===== config.mk =====
export PLATFORM = sky130hd
export DESIGN_NAME = spih_port
export DESIGN_NICKNAME = d
export VERILOG_FILES = /design/src/rtl/spih_pkg.sv /design/src/rtl/spih_regs.sv /design/src/rtl/spih_baud.sv /design/src/rtl/spih_shift.sv /design/src/rtl/spih_port.sv
export SDC_FILE = /design/constraint.sdc
export NUM_CORES = 1
export LEC_CHECK = 0
export ABC_CLOCK_PERIOD_IN_PS = 14800
export CAP_MARGIN = 10
export CORE_MARGIN = 10
export CORE_UTILIZATION = 31
export CTS_CLUSTER_DIAMETER = 50
export CTS_CLUSTER_SIZE = 24
export DETAILED_ROUTE_END_ITERATION = 6
export DONT_BUFFER_PORTS = 1
export GPL_TIMING_DRIVEN = 1
export PLACE_DENSITY = 0.5
export SYNTH_ARGS = -nofsm -noshare
export SYNTH_HDL_FRONTEND = slang
export SYNTH_HIERARCHICAL = 1
export SYNTH_SLANG_ARGS = --single-unit

===== constraint.sdc =====
create_clock -name clk -period 14.8 [get_ports clk]
set_input_delay 2.22 -clock clk [delete_from_list [all_inputs] [get_ports clk]]
set_output_delay 2.22 -clock clk [all_outputs]
set_load 0.01 [all_outputs]

===== src/rtl/spih_pkg.sv =====
package spih_pkg;
  localparam int ADDR_W  = 8;
  localparam int DATA_W  = 32;
  localparam int DIV_W   = 17;
  localparam int MIN_DIV = 6;

  localparam logic [ADDR_W-1:0] OFS_CTRL = 8'h00;
  localparam logic [ADDR_W-1:0] OFS_MODE = 8'h04;
  localparam logic [ADDR_W-1:0] OFS_MSET = 8'h08;
  localparam logic [ADDR_W-1:0] OFS_MCLR = 8'h0C;
  localparam logic [ADDR_W-1:0] OFS_STAT = 8'h14;
  localparam logic [ADDR_W-1:0] OFS_RXD  = 8'h18;
  localparam logic [ADDR_W-1:0] OFS_TXD  = 8'h1C;
  localparam logic [ADDR_W-1:0] OFS_DIV  = 8'h20;
  localparam logic [ADDR_W-1:0] OFS_VER  = 8'hFC;

  // control command bits
  localparam int C_RX_RST = 2;
  localparam int C_TX_RST = 3;
  localparam int C_RX_ON  = 4;
  localparam int C_RX_OFF = 5;
  localparam int C_TX_ON  = 6;
  localparam int C_TX_OFF = 7;

  // mode bits used by the datapath
  localparam int M_CPHA = 8;
  localparam int M_LOOP = 15;
  localparam int M_CPOL = 16;
  localparam int M_WAIT = 20;

  // status / mask bit positions
  localparam int S_RXRDY = 0;
  localparam int S_TXRDY = 1;
  localparam int S_OVR   = 5;

  typedef struct packed {
    logic wait_rd;
    logic cpol;
    logic loop;
    logic cpha;
  } mode_t;

  function automatic logic [DIV_W-1:0] eff_div(input logic [DIV_W-1:0] d);
    return (d < DIV_W'(MIN_DIV)) ? DIV_W'(MIN_DIV) : d;
  endfunction

  function automatic logic [DIV_W-1:0] first_half(input logic [DIV_W-1:0] d);
    return d >> 1;
  endfunction

  function automatic logic [DATA_W-1:0] status_word(input logic ovr, input logic txr,
                                                    input logic rxr);
    logic [DATA_W-1:0] w;
    w = '0;
    w[S_OVR]   = ovr;
    w[S_TXRDY] = txr;
    w[S_RXRDY] = rxr;
    return w;
  endfunction
endpackage


===== src/rtl/spih_regs.sv =====
module spih_regs
  import spih_pkg::*;
#(
  parameter logic [DATA_W-1:0] VERSION = 32'h0000_0510
) (
  input  logic              clk,
  input  logic              rst_n,
  input  logic              bus_sel,
  input  logic              bus_wr,
  input  logic [ADDR_W-1:0] bus_addr,
  input  logic [DATA_W-1:0] bus_wdata,
  output logic [DATA_W-1:0] bus_rdata,
  input  logic              busy,
  input  logic              byte_done,
  input  logic [7:0]        rx_byte,
  output logic              start,
  output logic [7:0]        thr_q,
  output mode_t             mode,
  output logic [DIV_W-1:0]  div_eff,
  output logic              irq,
  output logic              rx_rdy,
  output logic              tx_rdy,
  output logic              ovr,
  output logic              rx_rst,
  output logic              tx_rst,
  output logic              rhr_rd,
  output logic              thr_wr,
  output logic              rx_en,
  output logic              tx_en
);
  logic [DATA_W-1:0] mode_q;
  logic [DIV_W-1:0]  div_q;
  logic [2:0]        mask_q;   // {ovr, txrdy, rxrdy}
  logic [7:0]        rhr_q;
  logic              thr_full;
  logic              wr_ctrl, wr_mode, wr_mset, wr_mclr, wr_div;
  logic              rx_store;
  logic [2:0]        flags;

  assign wr_ctrl = bus_sel && bus_wr && (bus_addr == OFS_CTRL);
  assign wr_mode = bus_sel && bus_wr && (bus_addr == OFS_MODE);
  assign wr_mset = bus_sel && bus_wr && (bus_addr == OFS_MSET);
  assign wr_mclr = bus_sel && bus_wr && (bus_addr == OFS_MCLR);
  assign wr_div  = bus_sel && bus_wr && (bus_addr == OFS_DIV);
  assign thr_wr  = bus_sel && bus_wr && (bus_addr == OFS_TXD);
  assign rhr_rd  = bus_sel && !bus_wr && (bus_addr == OFS_RXD);
  assign rx_rst  = wr_ctrl && bus_wdata[C_RX_RST];
  assign tx_rst  = wr_ctrl && bus_wdata[C_TX_RST];

  assign mode.wait_rd = mode_q[M_WAIT];
  assign mode.cpol    = mode_q[M_CPOL];
  assign mode.loop    = mode_q[M_LOOP];
  assign mode.cpha    = mode_q[M_CPHA];
  assign div_eff      = eff_div(div_q);
  assign tx_rdy       = !thr_full;
  assign rx_store     = byte_done && rx_en;

  assign start = thr_full && tx_en && !busy && !tx_rst && !(mode.wait_rd && rx_rdy);

  assign flags = {ovr, tx_rdy, rx_rdy};
  assign irq   = |(flags & mask_q);

  always_ff @(posedge clk or negedge rst_n) begin
    if (!rst_n) begin
      mode_q <= '0;
      div_q  <= '0;
      mask_q <= '0;
      rx_en  <= 1'b0;
      tx_en  <= 1'b0;
    end else begin
      if (wr_mode) mode_q <= bus_wdata;
      if (wr_div)  div_q  <= bus_wdata[DIV_W-1:0];
      if (wr_mset || wr_mclr)
        mask_q <= (mask_q | ({3{wr_mset}} & {bus_wdata[S_OVR], bus_wdata[S_TXRDY], bus_wdata[S_RXRDY]}))
                & ~({3{wr_mclr}} & {bus_wdata[S_OVR], bus_wdata[S_TXRDY], bus_wdata[S_RXRDY]});
      if (wr_ctrl) begin
        if (bus_wdata[C_RX_OFF])     rx_en <= 1'b0;
        else if (bus_wdata[C_RX_ON]) rx_en <= 1'b1;
        if (bus_wdata[C_TX_OFF])     tx_en <= 1'b0;
        else if (bus_wdata[C_TX_ON]) tx_en <= 1'b1;
      end
    end
  end

  // receive side: reset beats completion beats read
  always_ff @(posedge clk or negedge rst_n) begin
    if (!rst_n) begin
      rx_rdy <= 1'b0;
      ovr    <= 1'b0;
      rhr_q  <= '0;
    end else if (rx_rst) begin
      rx_rdy <= 1'b0;
      ovr    <= 1'b0;
      rhr_q  <= '0;
    end else if (rx_store) begin
      rhr_q  <= rx_byte;
      rx_rdy <= 1'b1;
      if (rx_rdy && !rhr_rd) ovr <= 1'b1;
    end else if (rhr_rd) begin
      rx_rdy <= 1'b0;
    end
  end

  // transmit holding: a write in the start cycle refills it
  always_ff @(posedge clk or negedge rst_n) begin
    if (!rst_n) begin
      thr_full <= 1'b0;
      thr_q    <= '0;
    end else if (tx_rst) begin
      thr_full <= 1'b0;
    end else if (thr_wr) begin
      thr_full <= 1'b1;
      thr_q    <= bus_wdata[7:0];
    end else if (start) begin
      thr_full <= 1'b0;
    end
  end

  always_comb begin
    case (bus_addr)
      OFS_MODE: bus_rdata = mode_q;
      OFS_STAT: bus_rdata = status_word(ovr, tx_rdy, rx_rdy);
      OFS_RXD:  bus_rdata = {{(DATA_W-8){1'b0}}, rhr_q};
      OFS_DIV:  bus_rdata = {{(DATA_W-DIV_W){1'b0}}, div_q};
      OFS_VER:  bus_rdata = VERSION;
      default:  bus_rdata = '0;
    endcase
  end
endmodule


===== src/rtl/spih_baud.sv =====
module spih_baud
  import spih_pkg::*;
(
  input  logic             clk,
  input  logic             rst_n,
  input  logic             run,
  input  logic [DIV_W-1:0] div,
  output logic             edge_p,
  output logic             lead
);
  logic [DIV_W-1:0] cnt;
  logic             phase;   // 0: counting toward a leading edge
  logic [DIV_W-1:0] lo_len, hi_len, cur_len;

  assign lo_len  = first_half(div);
  assign hi_len  = div - lo_len;
  assign cur_len = phase ? hi_len : lo_len;
  assign edge_p  = run && (cnt == cur_len - 1'b1);
  assign lead    = !phase;

  always_ff @(posedge clk or negedge rst_n) begin
    if (!rst_n) begin
      cnt   <= '0;
      phase <= 1'b0;
    end else if (!run) begin
      cnt   <= '0;
      phase <= 1'b0;
    end else if (edge_p) begin
      cnt   <= '0;
      phase <= !phase;
    end else begin
      cnt <= cnt + 1'b1;
    end
  end
endmodule


===== src/rtl/spih_shift.sv =====
module spih_shift #(
  parameter int BITS = 8
) (
  input  logic            clk,
  input  logic            rst_n,
  input  logic            start,
  input  logic            abort,
  input  logic [BITS-1:0] load_byte,
  input  logic            cpol,
  input  logic            cpha,
  input  logic            loop,
  input  logic            miso,
  input  logic            edge_p,
  input  logic            lead,
  output logic            busy,
  output logic            sck,
  output logic            mosi,
  output logic            byte_done,
  output logic [BITS-1:0] rx_byte
);
  localparam int EDGES = 2 * BITS;
  localparam int EC_W  = $clog2(EDGES);

  logic [EC_W-1:0] ecnt;
  logic [BITS-1:0] tx_sh, rx_sh;
  logic            sck_q, mosi_q, miso_in;
  logic            samp_e, shift_e, last_e;

  assign sck     = sck_q ^ cpol;
  assign mosi    = cpha ? mosi_q : tx_sh[BITS-1];
  assign miso_in = loop ? mosi : miso;
  assign samp_e  = busy && edge_p && (lead ^ cpha);
  assign shift_e = busy && edge_p && !(lead ^ cpha);
  assign last_e  = busy && edge_p && (ecnt == EC_W'(EDGES - 1));
  assign byte_done = last_e && !abort;
  assign rx_byte = cpha ? {rx_sh[BITS-2:0], miso_in} : rx_sh;

  always_ff @(posedge clk or negedge rst_n) begin
    if (!rst_n) begin
      busy   <= 1'b0;
      sck_q  <= 1'b0;
      ecnt   <= '0;
      tx_sh  <= '0;
      rx_sh  <= '0;
      mosi_q <= 1'b0;
    end else if (abort) begin
      busy  <= 1'b0;
      sck_q <= 1'b0;
      ecnt  <= '0;
      tx_sh <= '0;
    end else if (start) begin
      busy   <= 1'b1;
      sck_q  <= 1'b0;
      ecnt   <= '0;
      tx_sh  <= load_byte;
      rx_sh  <= '0;
      mosi_q <= load_byte[BITS-1];
    end else if (busy && edge_p) begin
      sck_q <= !sck_q;
      ecnt  <= ecnt + 1'b1;
      if (samp_e) rx_sh <= {rx_sh[BITS-2:0], miso_in};
      if (shift_e) begin
        mosi_q <= tx_sh[BITS-1];
        tx_sh  <= {tx_sh[BITS-2:0], 1'b0};
      end
      if (last_e) busy <= 1'b0;
    end
  end
endmodule


===== src/rtl/spih_port.sv =====
module spih_port
  import spih_pkg::*;
#(
  parameter logic [31:0] VERSION = 32'h0000_0510
) (
  input  logic        clk,
  input  logic        rst_n,
  input  logic        bus_sel,
  input  logic        bus_wr,
  input  logic [7:0]  bus_addr,
  input  logic [31:0] bus_wdata,
  output logic [31:0] bus_rdata,
  output logic        sck,
  output logic        mosi,
  input  logic        miso,
  output logic        irq
);
  logic             busy, byte_done, start, edge_p, lead;
  logic [7:0]       rx_byte, thr_q;
  mode_t            mode;
  logic [DIV_W-1:0] div_eff;
  logic             rx_rdy, tx_rdy, ovr, rx_rst, tx_rst, rhr_rd, thr_wr, rx_en, tx_en;
  logic             cpol;

  assign cpol = mode.cpol;

  spih_regs #(.VERSION(VERSION)) u_regs (
    .clk(clk), .rst_n(rst_n), .bus_sel(bus_sel), .bus_wr(bus_wr), .bus_addr(bus_addr),
    .bus_wdata(bus_wdata), .bus_rdata(bus_rdata), .busy(busy), .byte_done(byte_done),
    .rx_byte(rx_byte), .start(start), .thr_q(thr_q), .mode(mode), .div_eff(div_eff),
    .irq(irq), .rx_rdy(rx_rdy), .tx_rdy(tx_rdy), .ovr(ovr), .rx_rst(rx_rst),
    .tx_rst(tx_rst), .rhr_rd(rhr_rd), .thr_wr(thr_wr), .rx_en(rx_en), .tx_en(tx_en)
  );

  spih_baud u_baud (
    .clk(clk), .rst_n(rst_n), .run(busy), .div(div_eff), .edge_p(edge_p), .lead(lead)
  );

  spih_shift #(.BITS(8)) u_shift (
    .clk(clk), .rst_n(rst_n), .start(start), .abort(tx_rst), .load_byte(thr_q),
    .cpol(mode.cpol), .cpha(mode.cpha), .loop(mode.loop), .miso(miso),
    .edge_p(edge_p), .lead(lead), .busy(busy), .sck(sck), .mosi(mosi),
    .byte_done(byte_done), .rx_byte(rx_byte)
  );
endmodule


## Yosys cells after proc, flatten, opt, wreduce, memory -nomap -nowiden

Index checks and enable logic that the tools add are counted.
W data, S select, Z words.

| storage, ports and cells | value |
|---|---|
| bits in registers | 114 |
| bits in latches | 0 |
| RAM bits | 0 |
| memory bits (read-only) | 0 |
| input bits | 45 |
| output and inout port bits | 35 |
| word-level logic and storage cells | 144 |
| memories kept | 0 |

| cells by class | value |
|---|---|
| add/subtract/negate cells | 4 |
| multipliers | 0 |
| divide/modulo/power cells | 0 |
| order comparisons | 1 |
| equal/unequal tests | 11 |
| shift-type cells | 0 |
| multiplexer cells | 45 |
| bitwise operators | 9 |
| reductions and logical operators | 56 |

Operators with widths:

| cell | count |
|---|---|
| $pmux W32 S5 | 1 |
| $mux W8 | 10 |
| $mux W17 | 4 |
| $mux W1 | 27 |
| $eq A8 B5 Y1 const B | 3 |
| $logic_and A1 B1 Y1 | 24 |
| $add A17 B1 Y17 const B | 1 |
| $eq A17 B17 Y1 | 1 |
| $lt A17 B3 Y1 const B | 1 |
| $sub A17 B1 Y17 const B | 1 |
| $sub A17 B16 Y17 | 1 |
| $eq A8 B4 Y1 const B | 2 |
| $reduce_bool A3 Y1 | 5 |
| $reduce_bool A2 Y1 | 7 |
| $and A3 B3 Y3 | 4 |
| $mux W4 | 3 |
| $reduce_and A2 Y1 | 6 |
| $logic_not A1 Y1 | 9 |
| $eq A8 B3 Y1 const B | 1 |
| $eq A8 B6 Y1 const B | 1 |
| $eq A8 B8 Y1 const B | 1 |
| $logic_not A8 Y1 | 1 |
| $reduce_and A3 Y1 | 2 |
| $add A4 B1 Y4 const B | 1 |
| 8 further kinds | 9 |

## Depth between registers and ports, before layout

Gate-level depths: netlist of the first run.

| logic depth | value |
|---|---|
| depth after elaboration | 13 |
| mapped depth | 23 |
| gate-level depth less buffers | 22 |

## Hierarchy

The synthesis of the first run kept the hierarchy.

By module, submodules not included:

| module | times used | cells an instance | area an instance (um^2) | seq. area each (um^2) |
|---|---|---|---|---|
| spih_regs | 1 | 306 | 3653.5 | 1826.8 |
| spih_baud | 1 | 378 | 2891.5 | 450.4 |
| spih_shift | 1 | 115 | 1296.2 | 575.6 |

## Worst setup path before layout of the first run

OpenSTA, ideal clock, no wires.

| timing | value |
|---|---|
| path type | input-to-output |
| start point | in bus_addr[3] |
| end point | out bus_rdata[11] |
| arrival time | 3644 ps |
| required time | 12580 ps |
| path slack | 8936 ps |
| cell stages on the path | 5 |
| buffers on the path | 2 |
| cell sequence | buf_2 -> or4b_4 -> nor3_4 -> buf_4 -> a22o_1 |

| between the ends | value |
|---|---|
| cells in the longest elaborated chain, start to end | 2 |
| elaborated cells on any way between the ends | 6 |
| classes of those cells | eq/ne (5); mux (1) |

Ends and longest elaborated chain:

| what | RTL line | source |
|---|---|---|
| start: declaration | spih_port.sv:10 | `input logic [7:0] bus_addr,` |
| $eq A8 B8 Y1, or another cell as far along | spih_regs.sv:120 | `case (bus_addr)` |
| $pmux W32 S5 (*) | spih_regs.sv:120 |  |
| end: declaration | spih_port.sv:12 | `output logic [31:0] bus_rdata,` |

Mark *: on every way between the ends. The rest lies on a longest branch, timed or not.

## Worst setup path in the final report of the first run

| timing | value |
|---|---|
| start point | in bus_addr[3] |
| end point | out bus_rdata[3] |

The elaborated chain is that of the path after synthesis.

==> metrics.md, run 1 <==
| Metric | Value |
|---|---|
| CTS buffer count | `17` |
| PortBufs | `0` |
| RSZ-0062 raised after global routing | `false` |
| 1st-pass router iterations | `5` |
| Pin count of the biggest net entering global routing | `115` |
| Gp weighted congestion | `0.8323` |
| Final hold viol count | `0` |
| Diodes inserted | `0` |
| DRT antenna net count | `0` |
| Layout cells sized above 1 | `18.64%` |
| Commonest non-fill, non-tap cell in the layout | `dfrtp_1` |
| Hpwl dp | `15330 um` |
| Final setup TNS | `0 ps` |
| DRT iter0 DRCs | `497` |
| Die ar. | `0.03199 mm^2` |
| CP Launch Type | `primary input` |
| Worst IR drop on VDD | `0.07401 mV` |
| Final worst-path cycle share | `42.07%` |
| Syn Nets | `861` |
| Placed instance area | `0.007984 mm^2` |
| Worst rel slew slack | `32.56%` |
| Routed WL per cell | `19.02 um` |
| CTS sink cnt | `114` |
| Final Max Slew Viols | `0` |
| Number of global-route vias before repair | `5835` |
| Crit path max fanout | `16` |
| Status | `finished, final reports clean` |
| Cell Pwr Density | `128.7 mW/mm^2` |
| Final Net Count | `830` |
| Maxcap violations | `0` |
| Worst skew pair latency | `420 ps` |
| Initial Utilization | `31.25%` |
| Post CTS Setup Buffer Count | `0` |
| I/O pin cnt | `80` |
| H-tree levels | `4` |
| # rows | `58` |
| Yosys warning count | `6` |
| Initial antenna violation count | `0` |
| CTS tree | `done` |
| Worst clock skew | `17.91 ps` |
| Endpoint class of the critical path | `output pin` |
| DR vias/cell | `5.452` |
| Data required time of the worst path | `12580 ps` |
| First-pass GRT wire length | `33920 um` |
| Clk buf depth | `2` |
| Most frequent cells in the layout | `dfrtp_1, mux2_2, nor2_1` |
| Core Area | `0.02504 mm^2` |
| Total routed wirelength | `21070 um` |
| Chip width | `178.9 um` |
| Mapped Avg Cell Area | `9.829 um^2` |
| Lkg Pwr | `3.734 nW` |
| Max Fclk | `0.1606 GHz` |
| Worst-Margin Slew | `1011 ps` |
| Critical path arrival | `4010 ps` |
| Synthesized area | `0.007824 mm^2` |
| Hold buffer count at CTS | `0` |
| Root Driver | `clkbuf_16` |
| Die Height | `178.9 um` |
| Mapped Cells | `796` |
| Worst Hold Class | `flip-flop to flip-flop` |
| Final critical-path required period | `6226 ps` |
| DRC | `0` |
| Area of the multi-input gates | `0.004557 mm^2` |
| WHS | `495.5 ps` |
| Reg clk slew, reported paths | `60 ps` |
| Vias | `6041` |
| Critical setup path kind | `primary input to output pin` |
| Resized cells post-CTS | `0` |
| Final setup fails | `0` |
| Sequential cell area | `0.002853 mm^2` |
| Area growth, synth to finish | `9.451%` |
| GRT Total Usage | `13.42%` |
| Gr ovfl total | `0` |
| Fillers | `2553` |
| Final instance area | `0.008563 mm^2` |
worst max-delay path: stages:
cell and delay (ps):
nor4_4 530, and2_0 870, a221o_1 380
metal layers:
metal	part of all wire, %	GRT usage [%]	wire length, um
met1	47	18.30	9945
met2	44	19.82	9193
met3	8.4	4.886	1767
met4	0.77	2.962	163
met5	0	0	0
cell type report:
type | instances | share of cell area (%)
Inverter | 35 | 1.534
Sequential cell | 114 | 33.31
Clock buffer | 20 | 5.216
Clock inverter | 12 | 1.549
Tap cell | 330 | 4.822
Multi-Input combinational cell | 593 | 53.21
Timing Repair Buffer | 4 | 0.3507
power breakdown:
part / switching (W) / internal (W)
clock network: 0.000157 / 0.000253
logic: 0.000187 / 0.000135
registers: 0.0000303 / 0.000340
total: 0.000375 / 0.000727
sequential cells by signal, indices dropped and copies added (netlist names):
register         flops
u_baud/cnt          17
u_baud/phase         1
u_regs/div_q        17
u_regs/mask_q        3
u_regs/mode_q       32
u_regs/ovr           1
u_regs/rhr_q         8
u_regs/rx_en         1
u_regs/rx_rdy        1
u_regs/thr_full      1
u_regs/thr_q         8
u_regs/tx_en         1
u_shift/busy         1
u_shift/ecnt         4
u_shift/mosi_q       1
u_shift/rx_sh        8
u_shift/sck_q        1
u_shift/tx_sh        8
metrics by stage:
stage | cells | utilization, % | power [W] | worst slack (ps)
final | 1108 | 34.20 | 0.001102 | 8574
after global routing | 1108 | 34.20 | 0.001169 | 7949
after CTS | 1108 | 34.20 | 0.001110 | 8529
after detailed placement | 1076 | 31.89 | 0.0006946 | 8531
after global placement | 1076 | 31.89 | 0.0006957 | 8526
after floorplan | 796 | - | 0.0006329 | 8936
path summary, 6_finish.rpt:
path | to | slack [ps] | startpoint | cells after the start
max in group asynchronous | u_regs/div_q[15]$_DFFE_PN0P_ | 13100 | rst_n | 0
hold / removal | u_regs/mode_q[24]$_DFFE_PN0P_ | 500 | u_regs/mode_q[24]$_DFFE_PN0P_ | 1
hold reg to reg | u_regs/mode_q[24]$_DFFE_PN0P_ | 500 | u_regs/mode_q[24]$_DFFE_PN0P_ | 1
min in group asynchronous | u_regs/mask_q[1]$_DFFE_PN0P_ | 1500 | rst_n | 0
setup reg to reg | u_regs/rhr_q[6]$_DFFE_PN0P_ | 8650 | u_regs/div_q[9]$_DFFE_PN0P_ | 22
setup / recovery | bus_rdata[3] | 8570 | bus_addr[3] | 3
No activity file was read; power rests on OpenSTA's default activity.
==> run 2, diff against run 1 <==
Settings changed: ABC_AREA set to 1, ABC_CLOCK_PERIOD_IN_PS 14800 to 5700, PLACE_DENSITY 0.5 to 0.51.
Clock period 14.8 ns to 5.7 ns, I/O delays scaled along.
==> metrics.md, run 2 <==
| Metric | Value |
|---|---|
| First-pass GRT wire length | `38860 um` |
| Worst path max stage delay | `560 ps` |
| Commonest non-fill, non-tap cell in the layout | `nand2_1` |
| Routed WL per cell | `15.12 um` |
| Maxcap violations | `0` |
| Clk buf depth | `2` |
| Final critical-path required period | `5015 ps` |
| Die ar. | `0.03433 mm^2` |
| CTS buffer count | `17` |
| Sequential cell area | `0.002853 mm^2` |
| Met1 wire length | `10620 um` |
| Synthesized area | `0.008468 mm^2` |
| Slowest CP cell | `fa_1` |
| Layout cells sized above 1 | `13.84%` |
| Met3 wire length | `1301 um` |
| Fillers | `2896` |
| DRT iter0 DRCs | `514` |
| Root Driver | `clkbuf_16` |
| Chip width | `185.3 um` |
| Place WS | `400.9 ps` |
| Mapped Avg Cell Area | `6.890 um^2` |
| Initial antenna violation count | `0` |
| Worst-Margin Slew | `1050 ps` |
| Critical path arrival | `5360 ps` |
| Endpoint class of the critical path | `flip-flop` |
| Post CTS Setup Buffer Count | `0` |
| Post-Route Utilization | `34.21%` |
| # rows | `60` |
| CTS sink cnt | `114` |
| Met2 WL | `11380 um` |
| Pin count of the biggest net entering global routing | `115` |
| Crit path max-delay family | `simple AND/OR/NAND/NOR gates` |
| Reg clk slew, reported paths | `60 ps` |
| Critical setup path kind | `flip-flop to flip-flop` |
| Total routed wirelength | `23620 um` |
| Top Metal Used | `met4` |
| Cell Pwr Density | `335.6 mW/mm^2` |
| DR vias/cell | `4.743` |
| Most flops, register | `u_regs/mode_q` |
| DRT antenna net count | `0` |
| CP Launch Type | `flip-flop` |
| Area growth, synth to finish | `8.880%` |
| Diodes inserted | `0` |
| Largest register FFs | `32` |
| Lkg Pwr | `4.749 nW` |
| Top Registers | `u_regs/mode_q: 32 flops, u_baud/cnt: 17 flops, u_regs/div_q: 17 flops` |
| Final Max Slew Viols | `0` |
| Final setup TNS | `0 ps` |
| I/O pin cnt | `80` |
| Gp weighted congestion | `0.8774` |
| Critical path buffers and inverters | `4` |
| Final worst-path cycle share | `87.98%` |
| Final setup fails | `0` |
| H-tree levels | `4` |
| Setup WS post-layout | `684.9 ps` |
| Worst skew pair latency | `420 ps` |
| Final hold viol count | `0` |
| Worst IR drop on VDD | `0.2110 mV` |
| Area of the multi-input gates | `0.004644 mm^2` |
| Worst clock skew | `10.91 ps` |
| PortBufs | `0` |
| Number of global-route vias before repair | `7315` |
| Final std cells w/o fill | `1562` |
| RSZ-0062 raised after global routing | `false` |
| Most frequent cells in the layout | `nand2_1, inv_1, nand3_1` |
| Mapped Cells | `1229` |
| Hpwl dp | `18060 um` |
| Yosys warning count | `6` |
| Vias | `7409` |
| DP Cell Count | `1529` |
| Max Fclk | `0.1994 GHz` |
| Initial Utilization | `31.42%` |
| Die Height | `185.3 um` |
| CTS tree | `done` |
| 1st-pass router iterations | `5` |
| GRT Total Usage | `14.30%` |
| Gr ovfl total | `0` |
| Final Net Count | `1273` |
| Worst rel slew slack | `29.75%` |
| DRC | `0` |
| Status | `finished, final reports clean` |
| Core Area | `0.02695 mm^2` |
| Data required time of the worst path | `6040 ps` |
| Crit path max fanout | `13` |
| Syn Nets | `1294` |
| Worst Hold Class | `primary input to asynchronous set/reset pin` |
| Cell mode on critical path | `nand2_1` |
==> run 2: worst paths after layout <==
check                                             start  slack (ps)  depth (start not counted)                           end
max                        u_regs/div_q[10]$_DFFE_PN0P_         680                         32        u_regs/ovr$_DFFE_PN0P_
min                                               rst_n         130                          0       u_baud/cnt[6]$_DFF_PN0_
max reg2reg                u_regs/div_q[10]$_DFFE_PN0P_         680                         32        u_regs/ovr$_DFFE_PN0P_
min reg2reg                u_regs/mode_q[9]$_DFFE_PN0P_         480                          2  u_regs/mode_q[9]$_DFFE_PN0P_
max in group asynchronous                         rst_n        5350                          0      u_shift/busy$_DFFE_PN0P_
min in group clk           u_regs/mode_q[9]$_DFFE_PN0P_         480                          2  u_regs/mode_q[9]$_DFFE_PN0P_
==> run 2: where the power goes <==
part	total (W)	switching [W]	internal [W]
clock network	0.00110	0.000435	0.000661
logic	0.00107	0.000719	0.000354
registers	0.000924	0.0000584	0.000866
==> run 2: per-layer routing <==
layer / up-vias / GRT usage (%)
met5: - / 0
met4: 0 / 3.609
met3: 22 / 3.958
met2: 131 / 23.79
met1: 3451 / 17.78
li1: 3805 / -
==> run 2: timing repair <==
action                                  CTS  global route
resized for setup                         0             5
hold endpoints to repair                  0             0
endpoints found under the setup margin    0            10
hold buffers                              0             0
==> run 2: area by class of cell <==
type                       instances  share of cell area, %
multi-input combinational        892                  50.37
sequential                       114                  30.94
inverter                         180                  7.396
clock buffer                      19                  4.804
tap                              341                  4.627
clock inverter                    13                  1.642
timing repair buffer               2                 0.1628
timing repair inverter             1                0.05428
==> run 2: through the flow <==
| stage | total power [W] | area, um^2 | hold WS, ps |
|---|---|---|---|
| 3_3_place_gp | 0.002004 | 8610 | 463.4 |
| 2_1_floorplan | 0.001789 | 8468 | 449.4 |
| 5_1_grt | 0.003341 | 9220 | 105.0 |
| 4_1_cts | 0.003127 | 9204 | 113.1 |
| 6_report | 0.003094 | 9220 | 128.1 |
| 3_5_place_dp | 0.002012 | 8610 | 467.4 |
==> run 3, diff against run 2 <==
Settings changed: ABC_CLOCK_PERIOD_IN_PS 5700 to 4600, CELL_PAD_IN_SITES_DETAIL_PLACEMENT set to 1, CELL_PAD_IN_SITES_GLOBAL_PLACEMENT set to 1, PLACE_DENSITY 0.51 to 0.65.
Clock period 5.7 ns to 4.6 ns, I/O delays scaled along.
==> metrics.md, run 3 (same netlist as run 2, synthesis figures left out) <==
| Metric | Value |
|---|---|
| Hpwl dp | `20090 um` |
| Layout cells sized above 1 | `19.14%` |
| Total routed wirelength | `26380 um` |
| CTS tree | `done` |
| Core Area | `0.02695 mm^2` |
| Initial antenna violation count | `0` |
| DRC | `0` |
| Chip width | `185.3 um` |
| I/O pin cnt | `80` |
| DR vias/cell | `4.815` |
| Reg clk slew, reported paths | `50 ps` |
| Most frequent cells in the layout | `nand2_1, inv_1, nand3_1` |
| Worst path max stage delay | `520 ps` |
| CTS sink cnt | `114` |
| Final Max Slew Viols | `0` |
| First-pass GRT wire length | `42670 um` |
| Final critical-path required period | `4342 ps` |
| Final setup TNS | `0 ps` |
| Final setup fails | `0` |
| Root Driver | `clkbuf_16` |
| Endpoint class of the critical path | `flip-flop` |
| PortBufs | `0` |
| End of the critical path | `u_regs/rhr_q[0]$_DFFE_PN0P_` |
| # rows | `60` |
| Clk buf depth | `2` |
| Worst rel slew slack | `28.50%` |
| Initial Utilization | `31.42%` |
| Largest register FFs | `32` |
| Crit path launch | `u_regs/div_q[10]$_DFFE_PN0P_` |
| Die ar. | `0.03433 mm^2` |
| Max Fclk | `0.2303 GHz` |
| Worst-Margin Slew | `1073 ps` |
| Vias | `7656` |
| Commonest non-fill, non-tap cell in the layout | `nand2_1` |
| GRT Total Usage | `15.89%` |
| Pin count of the biggest net entering global routing | `115` |
| Worst clock skew | `8.917 ps` |
| Cell Pwr Density | `411.5 mW/mm^2` |
| Worst Reg2Reg Path Length in Cells | `31` |
| Die Height | `185.3 um` |
| 1st-pass router iterations | `4` |
| Gr ovfl total | `0` |
| Setup WS post-layout | `257.7 ps` |
| Most flops, register | `u_regs/mode_q` |
| Gp weighted congestion | `0.8138` |
| CP Launch Type | `flip-flop` |
| Worst reg2reg setup slack | `260 ps` |
| DRT iter0 DRCs | `370` |
| RR Startpoint | `u_regs/div_q[10]$_DFFE_PN0P_` |
| Routed WL per cell | `16.59 um` |
| Critical path arrival | `4650 ps` |
| Final std cells w/o fill | `1590` |
| Final instance area | `0.009649 mm^2` |
| Area growth, synth to finish | `13.95%` |
| Final Net Count | `1303` |
| Lkg Pwr | `4.947 nW` |
| DRT antenna net count | `0` |
| Critical setup path kind | `flip-flop to flip-flop` |
| Worst skew pair latency | `430 ps` |
| Crit path max fanout | `5` |
| Data required time of the worst path | `4910 ps` |
| Place WS | `118.5 ps` |
| Status | `finished, final reports clean` |
| DP Cell Count | `1548` |
| H-tree levels | `4` |
| Number of global-route vias before repair | `7965` |
| Slowest CP cell | `fa_2` |
| CTS buffer count | `17` |
| Placed instance area | `0.008752 mm^2` |
| Total power | `0.003971 W` |
| Top Registers | `u_regs/mode_q: 32 flops, u_baud/cnt: 17 flops, u_regs/div_q: 17 flops` |
| Worst R2R End | `u_regs/rhr_q[0]$_DFFE_PN0P_` |
| Final worst-path cycle share | `94.40%` |
| Worst IR drop on VDD | `0.2979 mV` |
| RSZ-0062 raised after global routing | `true` |
| Final hold viol count | `0` |
| Maxcap violations | `0` |
| Diodes inserted | `0` |
| Worst Hold Class | `primary input to asynchronous set/reset pin` |
run 3: cell types whose count changed in the layout (fill, tap and decap cells not counted), moves of 5 or more:
| cell | change |
|---|---|
| nand2_1 | -19 |
| inv_2 | +6 |
| inv_1 | -5 |
| clkbuf_8 | +5 |
| nand3_2 | +7 |
| nand3_1 | -8 |
| nor2_4 | +8 |
| nor2_1 | -7 |
| buf_4 | +27 |
| nand2_2 | +16 |
run 3: final cells by class:
cell class | instances | area (um^2)
fillers | 3397 | 17300
well taps | 341 | 426.7
flip-flops and latches | 114 | 2853
repair buffers | 32 | 267.8
repair inverters | 1 | 7.507
inverters | 180 | 679.4
multi-input cells | 892 | 4850
clock buffers | 25 | 515.5
clock inverters | 5 | 50.05
run 3: report_power, final:
group / switching [W] / internal [W]
registers: 0.0000765 / 0.00107
clock network: 0.000481 / 0.000819
logic: 0.00101 / 0.000509
total: 0.00157 / 0.00240
run 3: how the worst min path moves through the flow:
stage,from,endpoint,slack [ps],cells past startpoint
after floorplan,rst_n,u_baud/cnt[0]$_DFF_PN0_,390,0
after detailed placement,rst_n,u_regs/mode_q[31]$_DFFE_PN0P_,400,0
after CTS,rst_n,u_regs/mode_q[31]$_DFFE_PN0P_,250,1
after global placement,rst_n,u_regs/mode_q[31]$_DFFE_PN0P_,400,0
after global routing,rst_n,u_regs/mode_q[20]$_DFFE_PN0P_,250,1
final,rst_n,u_regs/mode_q[20]$_DFFE_PN0P_,210,1
run 3: worst max-delay path: cells and delay by family (launching register included):
kind / cells / cell delay [ps]
flops: 1 / 400
fa+ha+maj: 1 / 520
simple gates: 26 / 2910
buf+inv: 3 / 250
compound gates: 1 / 110
run 3: stage by stage:
stage / hold WS, ps / utilization [%]
global route: 249.8 / 35.80
CTS: 252.4 / 34.68
floorplan: 394.4 / -
finish: 209.5 / 35.80
global placement: 399.6 / 32.47
detailed placement: 399.7 / 32.47
run 3: repair_timing:
action                                 in CTS  in global routing
hold buffers                                1                  0
resized for setup                           0                 67
buffers inserted                            0                  9
endpoints found under the hold margin     114                  0
setup endpoints to repair                   0                 33
run 3: per-layer routing:
layer	wire length (um)	up-vias	share of wire (%)	track usage (%)
li1	-	3858	-	-
met1	11810	3703	45	19.35
met2	13270	76	50	27.33
met3	976	19	3.7	3.840
met4	320	0	1.2	4.096
met5	0	-	0	0
